`config.mk`:
```
export PLATFORM = sky130hd
export DESIGN_NAME = bus_select_ctrl
export DESIGN_NICKNAME = d
export VERILOG_FILES = /design/src/rtl/csel_pkg.sv /design/src/rtl/csel_cfg_regs.sv /design/src/rtl/csel_region_match.sv /design/src/rtl/csel_priority.sv /design/src/rtl/csel_cycle_fsm.sv /design/src/rtl/bus_select_ctrl.sv
export SDC_FILE = /design/constraint.sdc
export NUM_CORES = 1
export LEC_CHECK = 0
export CORE_MARGIN = 8
export CORE_UTILIZATION = 30
export CTS_BUF_LIST = sky130_fd_sc_hd__clkbuf_16
export CTS_CLUSTER_SIZE = 12
export DETAILED_ROUTE_END_ITERATION = 12
export DONT_BUFFER_PORTS = 1
export PLACE_DENSITY_LB_ADDON = 0.25
export SYNTH_ARGS = -nofsm -noshare
export SYNTH_HDL_FRONTEND = slang
export SYNTH_HIERARCHICAL = 1
export SYNTH_SLANG_ARGS = --single-unit
```
`constraint.sdc`:
```
create_clock -name clk -period 5.7 [get_ports clk]
set_input_delay 1.14 -clock clk [delete_from_list [all_inputs] [get_ports clk]]
set_output_delay 1.14 -clock clk [all_outputs]
set_load 0.005 [all_outputs]
```
`src/rtl/csel_pkg.sv`:
```
// Package: shared constants, region configuration type and cycle states
// for the chip-select block. Assumes a 24-bit byte address.
package csel_pkg;
    localparam int ADDR_W   = 24;
    localparam int WAIT_W   = 3;
    localparam int SIZE_W   = 4;
    localparam int MAX_WAIT = 6;
    localparam int MIN_LOG  = 12;
    localparam int DATA_W   = 32;

    typedef struct packed {
        logic              en;
        logic              ro;
        logic              auto_ack;
        logic [WAIT_W-1:0] wait_cnt;
        logic [SIZE_W-1:0] size_code;
        logic [ADDR_W-1:0] base;
    } region_cfg_t;

    typedef enum logic [1:0] {
        ST_IDLE   = 2'd0,
        ST_ACTIVE = 2'd1,
        ST_HOLD   = 2'd2
    } cyc_state_t;

    // Mask of the address bits compared for a region of the given size code.
    function automatic logic [ADDR_W-1:0] cmp_mask(input logic [SIZE_W-1:0] code,
                                                   input int max_log);
        int lg;
        logic [ADDR_W-1:0] m;
        lg = MIN_LOG + int'(code);
        if (lg > max_log) lg = max_log;
        for (int i = 0; i < ADDR_W; i++) m[i] = (i >= lg);
        return m;
    endfunction
endpackage

```
`src/rtl/csel_cfg_regs.sv`:
```
// Region configuration bank. Holds one control word and one base address
// per region, written through a single-word write port. Assumes cfg_idx is
// below N_REG; other indices are ignored. Region 0 resets to a read-only
// boot map at address zero; all other regions reset disabled.
module csel_cfg_regs
    import csel_pkg::*;
#(
    parameter int N_REG = 8,
    parameter int IDX_W = $clog2(N_REG)
) (
    input  logic                      clk,
    input  logic                      rst_n,
    input  logic                      cfg_we,
    input  logic [IDX_W-1:0]          cfg_idx,
    input  logic                      cfg_field,
    input  logic [DATA_W-1:0]         cfg_wdata,
    output region_cfg_t [N_REG-1:0]   cfg_o
);
    localparam logic [WAIT_W-1:0] BOOT_WAIT = WAIT_W'(MAX_WAIT);
    localparam logic [SIZE_W-1:0] BOOT_SIZE = '1;

    for (genvar g = 0; g < N_REG; g++) begin : g_reg
        localparam logic IS_BOOT = (g == 0);
        // Purpose: reset and update the configuration of region g.
        always_ff @(posedge clk) begin
            if (!rst_n) begin
                cfg_o[g].en        <= IS_BOOT;
                cfg_o[g].ro        <= IS_BOOT;
                cfg_o[g].auto_ack  <= IS_BOOT;
                cfg_o[g].wait_cnt  <= IS_BOOT ? BOOT_WAIT : '0;
                cfg_o[g].size_code <= IS_BOOT ? BOOT_SIZE : '0;
                cfg_o[g].base      <= '0;
            end else if (cfg_we && (int'(cfg_idx) == g)) begin
                if (!cfg_field) begin
                    cfg_o[g].en        <= cfg_wdata[0];
                    cfg_o[g].ro        <= cfg_wdata[1];
                    cfg_o[g].auto_ack  <= cfg_wdata[2];
                    cfg_o[g].wait_cnt  <= cfg_wdata[4 +: WAIT_W];
                    cfg_o[g].size_code <= cfg_wdata[8 +: SIZE_W];
                end else begin
                    cfg_o[g].base      <= cfg_wdata[ADDR_W-1:0];
                end
            end
        end
    end
endmodule

```
`src/rtl/csel_region_match.sv`:
```
// Address comparator for one region. Compares the address with the base
// above the region's size boundary; the boundary is capped at MAX_LOG.
// Purely combinational.
module csel_region_match
    import csel_pkg::*;
#(
    parameter int MAX_LOG = 24
) (
    input  region_cfg_t       cfg_i,
    input  logic [ADDR_W-1:0] addr_i,
    output logic              hit_o
);
    logic [ADDR_W-1:0] mask;

    // Purpose: build the compare mask and test the masked difference.
    always_comb begin
        mask  = cmp_mask(cfg_i.size_code, MAX_LOG);
        hit_o = cfg_i.en && (((addr_i ^ cfg_i.base) & mask) == '0);
    end
endmodule

```
`src/rtl/csel_priority.sv`:
```
// Fixed-priority picker: reports whether any hit is present and the index
// of the lowest-numbered hit. Purely combinational.
module csel_priority #(
    parameter int N_REG = 8,
    parameter int IDX_W = $clog2(N_REG)
) (
    input  logic [N_REG-1:0] hits_i,
    output logic             any_o,
    output logic [IDX_W-1:0] idx_o
);
    // Purpose: scan from the top so the lowest index is written last.
    always_comb begin
        any_o = |hits_i;
        idx_o = '0;
        for (int i = N_REG - 1; i >= 0; i--) begin
            if (hits_i[i]) idx_o = IDX_W'(i);
        end
    end
endmodule

```
`src/rtl/csel_cycle_fsm.sv`:
```
// Bus-cycle sequencer. On the first edge with the strobe low it selects the
// winning region or flags a protected write, latches the acknowledge
// settings, counts wait states, and releases everything on the first edge
// with the strobe high. Assumes the address and direction are steady while
// the strobe is low.
module csel_cycle_fsm
    import csel_pkg::*;
#(
    parameter int N_REG = 8,
    parameter int IDX_W = $clog2(N_REG)
) (
    input  logic              clk,
    input  logic              rst_n,
    input  logic              as_n,
    input  logic              rw,
    input  logic              any_hit,
    input  logic [IDX_W-1:0]  win_idx,
    input  logic              win_ro,
    input  logic              win_auto,
    input  logic [WAIT_W-1:0] win_wait,
    output logic [N_REG-1:0]  cs_n,
    output logic              dtack_n,
    output logic              berr
);
    localparam logic [WAIT_W-1:0] WAIT_CAP = WAIT_W'(MAX_WAIT);
    localparam logic [WAIT_W-1:0] CNT_TOP  = '1;

    cyc_state_t        state;
    logic [WAIT_W-1:0] cnt;
    logic [WAIT_W-1:0] eff_wait;
    logic [WAIT_W-1:0] wait_q;
    logic              auto_q;

    // Purpose: clamp the requested wait count to the supported maximum.
    always_comb begin
        eff_wait = (win_wait > WAIT_CAP) ? WAIT_CAP : win_wait;
    end

    // Purpose: advance the bus-cycle state and drive the registered outputs.
    always_ff @(posedge clk) begin
        if (!rst_n) begin
            state   <= ST_IDLE;
            cnt     <= '0;
            wait_q  <= '0;
            auto_q  <= 1'b0;
            cs_n    <= '1;
            dtack_n <= 1'b1;
            berr    <= 1'b0;
        end else begin
            berr <= 1'b0;
            unique case (state)
                ST_IDLE: begin
                    if (!as_n) begin
                        if (any_hit && !(win_ro && !rw)) begin
                            cs_n          <= '1;
                            cs_n[win_idx] <= 1'b0;
                            wait_q        <= eff_wait;
                            auto_q        <= win_auto;
                            cnt           <= WAIT_W'(1);
                            dtack_n       <= !(win_auto && (eff_wait == '0));
                            state         <= ST_ACTIVE;
                        end else begin
                            berr  <= any_hit;
                            state <= ST_HOLD;
                        end
                    end
                end
                ST_ACTIVE: begin
                    if (as_n) begin
                        cs_n    <= '1;
                        dtack_n <= 1'b1;
                        state   <= ST_IDLE;
                    end else begin
                        if (auto_q && (cnt >= wait_q)) dtack_n <= 1'b0;
                        if (cnt != CNT_TOP) cnt <= cnt + WAIT_W'(1);
                    end
                end
                ST_HOLD: begin
                    if (as_n) state <= ST_IDLE;
                end
                default: state <= ST_IDLE;
            endcase
        end
    end
endmodule

```
`src/rtl/bus_select_ctrl.sv`:
```
// Top of the programmable chip-select block. Holds the region bank,
// compares the bus address against every region in parallel, picks the
// lowest matching region and runs the bus-cycle sequencer. The first
// BIG_REGIONS regions may span up to 2^BIG_MAX_LOG bytes; the rest are
// capped at 2^SMALL_MAX_LOG bytes.
module bus_select_ctrl
    import csel_pkg::*;
#(
    parameter int N_REG         = 8,
    parameter int BIG_REGIONS   = 4,
    parameter int BIG_MAX_LOG   = 24,
    parameter int SMALL_MAX_LOG = 22,
    localparam int IDX_W        = $clog2(N_REG)
) (
    input  logic              clk,
    input  logic              rst_n,
    input  logic              cfg_we,
    input  logic [IDX_W-1:0]  cfg_idx,
    input  logic              cfg_field,
    input  logic [DATA_W-1:0] cfg_wdata,
    input  logic              as_n,
    input  logic              rw,
    input  logic [ADDR_W-1:0] addr,
    output logic [N_REG-1:0]  cs_n,
    output logic              dtack_n,
    output logic              berr
);
    region_cfg_t [N_REG-1:0] cfg;
    logic [N_REG-1:0]        hits;
    logic                    any_hit;
    logic [IDX_W-1:0]        win_idx;
    region_cfg_t             win_cfg;

    csel_cfg_regs #(.N_REG(N_REG), .IDX_W(IDX_W)) regs_i (
        .clk       (clk),
        .rst_n     (rst_n),
        .cfg_we    (cfg_we),
        .cfg_idx   (cfg_idx),
        .cfg_field (cfg_field),
        .cfg_wdata (cfg_wdata),
        .cfg_o     (cfg)
    );

    for (genvar g = 0; g < N_REG; g++) begin : g_match
        localparam int LIM = (g < BIG_REGIONS) ? BIG_MAX_LOG : SMALL_MAX_LOG;
        csel_region_match #(.MAX_LOG(LIM)) match_i (
            .cfg_i  (cfg[g]),
            .addr_i (addr),
            .hit_o  (hits[g])
        );
    end

    csel_priority #(.N_REG(N_REG), .IDX_W(IDX_W)) prio_i (
        .hits_i (hits),
        .any_o  (any_hit),
        .idx_o  (win_idx)
    );

    // Purpose: route the winning region's settings to the sequencer.
    always_comb begin
        win_cfg = cfg[win_idx];
    end

    csel_cycle_fsm #(.N_REG(N_REG), .IDX_W(IDX_W)) fsm_i (
        .clk      (clk),
        .rst_n    (rst_n),
        .as_n     (as_n),
        .rw       (rw),
        .any_hit  (any_hit),
        .win_idx  (win_idx),
        .win_ro   (win_cfg.ro),
        .win_auto (win_cfg.auto_ack),
        .win_wait (win_cfg.wait_cnt),
        .cs_n     (cs_n),
        .dtack_n  (dtack_n),
        .berr     (berr)
    );
endmodule

```
==> results of run 1 <==
==> per-stage QoR <==
step                      worst slack (ps)  cell area [um2]  utilization (%)  total power, uW  hold slack, ps
after floorplan                      874.5            15320                -             2339           429.9
after global placement               401.3            15890            31.23             2402           437.4
after detailed placement             426.1            15890            31.23             2407           447.5
after CTS                            572.6            16950            33.31             4518           455.6
after global routing                 323.5            16950            33.31             4628           466.3
final                                550.8            16950            33.31             4459           454.6
==> worst max-delay path, delay by kind of cell (launching register included) <==
family	cells	cell delay (ps)
compound gates	8	2260
simple gates	2	470
mux	2	920
flops	1	400
buf+inv	3	640
fa+ha+maj	1	310
==> cell usage in the layout (no fill, tap or decap), types with 6 or more instances in the layout <==
cell type  count
nand3b_1       7
buf_4          9
nand2b_1      14
o211ai_1      13
nor2b_1       14
ha_1          51
a211oi_1       8
o21bai_1       9
mux2i_1      270
clkinv_2       9
dfxtp_1      283
mux4_1        10
clkinv_1       7
clkbuf_16     35
nor2_1        45
mux2_2         6
o311ai_0       8
a211o_1        8
inv_1         49
nor4_1         7
o21ai_0       26
nand3_1       31
nand2_1      337
xor2_1       112
a2111oi_2      8
a21oi_1       44
xnor2_1       68
nor2_4         8
==> sequential cells by signal (all words and copies together) (netlist names) <==
register	flops
fsm_i/berr	1
fsm_i/auto_q	1
fsm_i/cnt	3
fsm_i/dtack_n	1
fsm_i/state	2
regs_i/cfg_o	264
fsm_i/cs_n	8
fsm_i/wait_q	3
==> metal layers <==
| layer | global-route usage, % | up-vias | routed length, um |
|---|---|---|---|
| met5 | 0 | - | 0 |
| met4 | 5.090 | 0 | 1548 |
| met3 | 3.142 | 71 | 3056 |
| met2 | 23.32 | 321 | 20270 |
| met1 | 23.28 | 5769 | 24010 |
| li1 | - | 5524 | - |
==> report_power, final <==
group	internal, uW	switching, uW
Combinational	129	203
Sequential	2010	23.9
Clock	1210	887
Total	3350	1110
==> worst paths after layout <==
path / start / cells after the start / to / slack [ps]
worst max-delay path: regs_i/cfg_o[264] / 16 / fsm_i/dtack_n / 550
worst min-delay path: regs_i/cfg_o[232] / 2 / regs_i/cfg_o[232] / 450
worst max register to register: regs_i/cfg_o[264] / 16 / fsm_i/dtack_n / 550
worst min register to register: regs_i/cfg_o[232] / 2 / regs_i/cfg_o[232] / 450
==> cell type report <==
class | count | area [um2] | share of cell area, %
sequential | 283 | 5665 | 33.43
clock inverter | 24 | 178.9 | 1.056
clock buffer | 35 | 875.8 | 5.168
tap | 680 | 850.8 | 5.020
inverter | 45 | 168.9 | 0.9966
timing repair buffer | 9 | 67.56 | 0.3986
multi-input combinational | 1216 | 9141 | 53.93
==> flow_summary_export.csv, run 1 <==
group,metric,value,unit
outcome,status,"finished, final reports clean",
worst_hold_path,hold_class,"reg2reg",
clocking,cts_hold_buf,0,
layout,n_antenna_cell,0,
layout,num-nets-final,1705,
sta,max_slew_margin,12.81,%
floorplanning,core_area,0.05089,mm2
synth,syn_avg_cell_area,9.474,um2
critical_path,required,6100,ps
global_route,grt_pass1_wl,72040,um
routing,via_count,11685,
clocking,numClockSinks,283,
synth,synth.cell_area,0.01532,mm2
clocking,post_cts_resized,0,
clocking,cts_root_buf,"clkbuf_16",
sta,slew_violations,0,
synth,netlist_instances,1617,
sta,worst_pin_slew,1303,ps
routing,ant_nets,0,
clocking,cts_htree_levels,2,
floorplanning,die_w,242.0,um
critical_path,crit_type,"reg2reg",
sta,fin_skew,34.66,ps
sta,finalCriticalPeriod,5149,ps
sta,max_freq,194.2,MHz
routing,route.detailed.drc,0,
synth,ys_warn_count,6,
floorplanning,die-area,0.05855,mm2
global_route,antenna_found_initial,0,
sta,period_share,90.34,%
placement,portBuffers,0,
critical_path,cp_max_fo,10,
power_and_ir_drop,pwr_density_cell,263.1,mW/mm2
synth,syn_nets,1733,
power_and_ir_drop,leakagePower,0.006563,uW
critical_path,crit_chain,"inv_1, ha_1, nor2b_1, a21oi_1, o2111ai_1, o311a_1, a2111oi_2, buf_4, a21oi_1, o41ai_2, buf_4, mux4_1, mux2_2, nor4_1, a21oi_1, a311o_1",
routing,wirelength,48890,um
sta,finalHoldViolCount,0,
clocking,clk_pin_slew_worst_paths,60,ps
floorplanning,row_count,83,
global_route,gr-total-overflow,0,
placement,dp_hpwl,31850,um
sta,rsz0062_at_grt,"no",
layout,drive_above_1_share,7.320,%
placement,dp.cells,2233,
critical_path,endpoint_kind,"flip-flop",
global_route,grt_start_max_net_pins,302,
floorplanning,die_h,242.0,um
routing,drtIter0Drc,890,
floorplanning,initial_utilization,30.11,%
critical_path,critPathSlowestCell,"mux4_1",
sta,finalSetupViolCount,0,
critical_path,arrival,5540,ps
critical_path,start_kind,"flip-flop",
routing,dr.pass1.iters,5,
clocking,cts_tree,"done",
routing,routedWlPerCell,21.33,um
clocking,postCtsSetupBuffers,0,
clocking,clk_path_buf_depth,3,
run,cap_violations,0,
global_route,first_global_vias,11111,
layout,fill_cells,5333,
layout,areaGrowthSynthToFinish,10.63,%
critical_path,cp_common_cell,"a21oi_1",
critical_path,cp_slowest_stage_delay,610,ps
sta,fin_tns_setup,0,ps
power_and_ir_drop,vdd_drop_max,0.2080,mV
global_route,grt_usage,15.98,%
clocking,clk-insertion-delay-late,540,ps
floorplanning,io_pins,75,
routing,avgViaCountPerCell,5.098,
layout,instances_no_fill,2292,
clocking,numCtsBuffers,34,
placement,place_congestion,0.8831,
(Power assumes the default switching activity.)
==> run 2, diff against run 1 <==
CORE_UTILIZATION = 41   (was 30)
CTS_BUF_LIST = sky130_fd_sc_hd__clkbuf_2 sky130_fd_sc_hd__clkbuf_4 sky130_fd_sc_hd__clkbuf_8   (was sky130_fd_sc_hd__clkbuf_16)
==> flow_summary_export.csv, run 2 (synthesis gave the netlist of run 1 again) <==
group,metric,value,unit
power_and_ir_drop,power.total,4401,uW
layout,n_antenna_cell,0,
layout,layout_commonest_cell,"nand2_1",
critical_path,endpoint_kind,"flip-flop",
routing,ant_nets,0,
placement,dp_hpwl,29320,um
clocking,cts_root_buf,"clkbuf_8",
layout,largest_reg_flops,264,
clocking,cts_htree_levels,2,
routing,via_count,11691,
routing,drtIter0Drc,1012,
layout,num-nets-final,1718,
floorplanning,initial_utilization,41.16,%
power_and_ir_drop,leakagePower,0.006592,uW
placement,portBuffers,0,
layout,top_regs,"regs_i/cfg_o (264), fsm_i/cs_n (8)",
sta,finalSetupViolCount,0,
sta,fin_skew,30.78,ps
power_and_ir_drop,vdd_drop_max,0.1683,mV
clocking,post_cts_resized,0,
power_and_ir_drop,pwr_density_cell,263.1,mW/mm2
worst_hold_path,hold_class,"reg2reg",
sta,period_share,87.54,%
sta,rsz0062_at_grt,"no",
clocking,clk_pin_slew_worst_paths,60,ps
power_and_ir_drop,p_comb_share,7.3,%
clocking,cts_hold_buf,0,
clocking,numClockSinks,283,
sta,max_freq,200.4,MHz
global_route,grt_pass1_wl,68510,um
floorplanning,die-area,0.04381,mm2
placement,place_congestion,0.8828,
floorplanning,die_w,209.3,um
global_route,grt_start_max_net_pins,302,
routing,dr.pass1.iters,5,
floorplanning,io_pins,75,
sta,slew_violations,0,
power_and_ir_drop,power_switching,1068,uW
critical_path,r2r_start,"regs_i/cfg_o[264]",
clocking,cts_tree,"done",
global_route,antenna_found_initial,0,
clocking,clk_path_buf_depth,3,
global_route,grt_usage,20.33,%
global_route,first_global_vias,11420,
power_and_ir_drop,switching_share,24.28,%
outcome,status,"finished, final reports clean",
floorplanning,core_area,0.03722,mm2
critical_path,reg2reg_to,"fsm_i/cnt[1]",
sta,finalHoldViolCount,0,
floorplanning,row_count,71,
routing,routedWlPerCell,21.68,um
routing,avgViaCountPerCell,5.533,
layout,final_cell_mix,"337 x nand2_1, 283 x dfxtp_1, 270 x mux2i_1",
floorplanning,die_h,209.3,um
layout,areaGrowthSynthToFinish,9.188,%
critical_path,cp_max_fo,12,
global_route,gr-total-overflow,0,
power_and_ir_drop,power_frac_clock,46.5,%
clocking,clk-insertion-delay-late,600,ps
power_and_ir_drop,p_int,3332,uW
clocking,numCtsBuffers,50,
sta,finalCriticalPeriod,4990,ps
sta,max_slew_margin,27.19,%
layout,drive_above_1_share,9.518,%
clocking,postCtsSetupBuffers,0,
critical_path,rr_worst_depth,16,
sta,worst_pin_slew,1090,ps
worst_hold_path,hp-start,"regs_i/cfg_o[130]",
sta,fin_tns_setup,0,ps
routing,route.detailed.drc,0,
critical_path,start_kind,"flip-flop",
routing,wirelength,45810,um
critical_path,regToRegSetupSlack,710,ps
worst_hold_path,hold-path-endpoint,"regs_i/cfg_o[130]",
power_and_ir_drop,power.share.sequential,46.2,%
layout,top_register,"regs_i/cfg_o",
worst_hold_path,min_path_cells,2,
critical_path,required,6170,ps
critical_path,arrival,5460,ps
run,cap_violations,0,
critical_path,crit_type,"reg2reg",
[run 2: area by class of cell]
class | instances | area [um2]
Sequential cell | 283 | 5665
Multi-Input combinational cell | 1216 | 9151
Clock inverter | 6 | 61.31
Timing Repair Buffer | 6 | 45.04
Fill cell | 3619 | 20490
Inverter | 45 | 168.9
Clock buffer | 83 | 1042
Tap cell | 474 | 593.1
[run 2: worst max-delay path, stage by stage (launching register included)]
cell and delay (ps):
dfxtp_1 410, inv_1 110, ha_1 290, nor2b_1 160
nor3_4 250, mux2i_1 110, o311a_1 350, a2111oi_2 460
a21oi_1 180, o41ai_2 340, buf_4 310, mux4_1 610
mux2_2 300, nand2b_1 190, a21boi_1 160, a2111o_1 390
a32o_1 260
[run 2: how the worst max path moves through the flow]
| stage | startpoint | to | slack [ps] | depth (start not counted) |
|---|---|---|---|---|
| floorplan | addr[10] | fsm_i/dtack_n | 870 | 14 |
| global placement | addr[0] | fsm_i/cnt[2] | 500 | 15 |
| detailed placement | addr[10] | fsm_i/cnt[1] | 490 | 14 |
| CTS | regs_i/cfg_o[264] | fsm_i/cnt[1] | 740 | 16 |
| global route | regs_i/cfg_o[264] | fsm_i/cnt[2] | 480 | 16 |
| finish | regs_i/cfg_o[264] | fsm_i/cnt[1] | 710 | 16 |
[run 2: layer usage]
layer | share of wire, % | track usage [%] | routed length [um] | vias to the layer above
li1 | - | - | - | 5562
met1 | 46 | 27.59 | 21050 | 5671
met2 | 42 | 30.76 | 19410 | 364
met3 | 7.4 | 4.460 | 3377 | 94
met4 | 4.3 | 8.651 | 1972 | 0
met5 | 0 | 0 | 0 | -
[run 2: per-stage QoR]
step	instance area, um2	hold slack (ps)	cells	setup slack (ps)	util [%]
2_1_floorplan	15320	429.9	1617	874.5	-
3_3_place_gp	15620	437.2	2024	504.6	41.97
3_5_place_dp	15620	445.6	2024	493.9	41.97
4_1_cts	16730	455.2	2113	742.4	44.94
5_1_grt	16730	475.6	2113	483.1	44.94
6_report	16730	451.6	2113	710.2	44.94
[run 2: power groups by stage]
stage / Sequential [uW] / Clock (uW) / Combinational, uW
after floorplan: 2070 / 0 / 267
after global placement: 2080 / 0 / 316
after detailed placement: 2080 / 0 / 319
after CTS: 2030 / 2090 / 320
after global routing: 2040 / 2190 / 350
final: 2030 / 2040 / 322
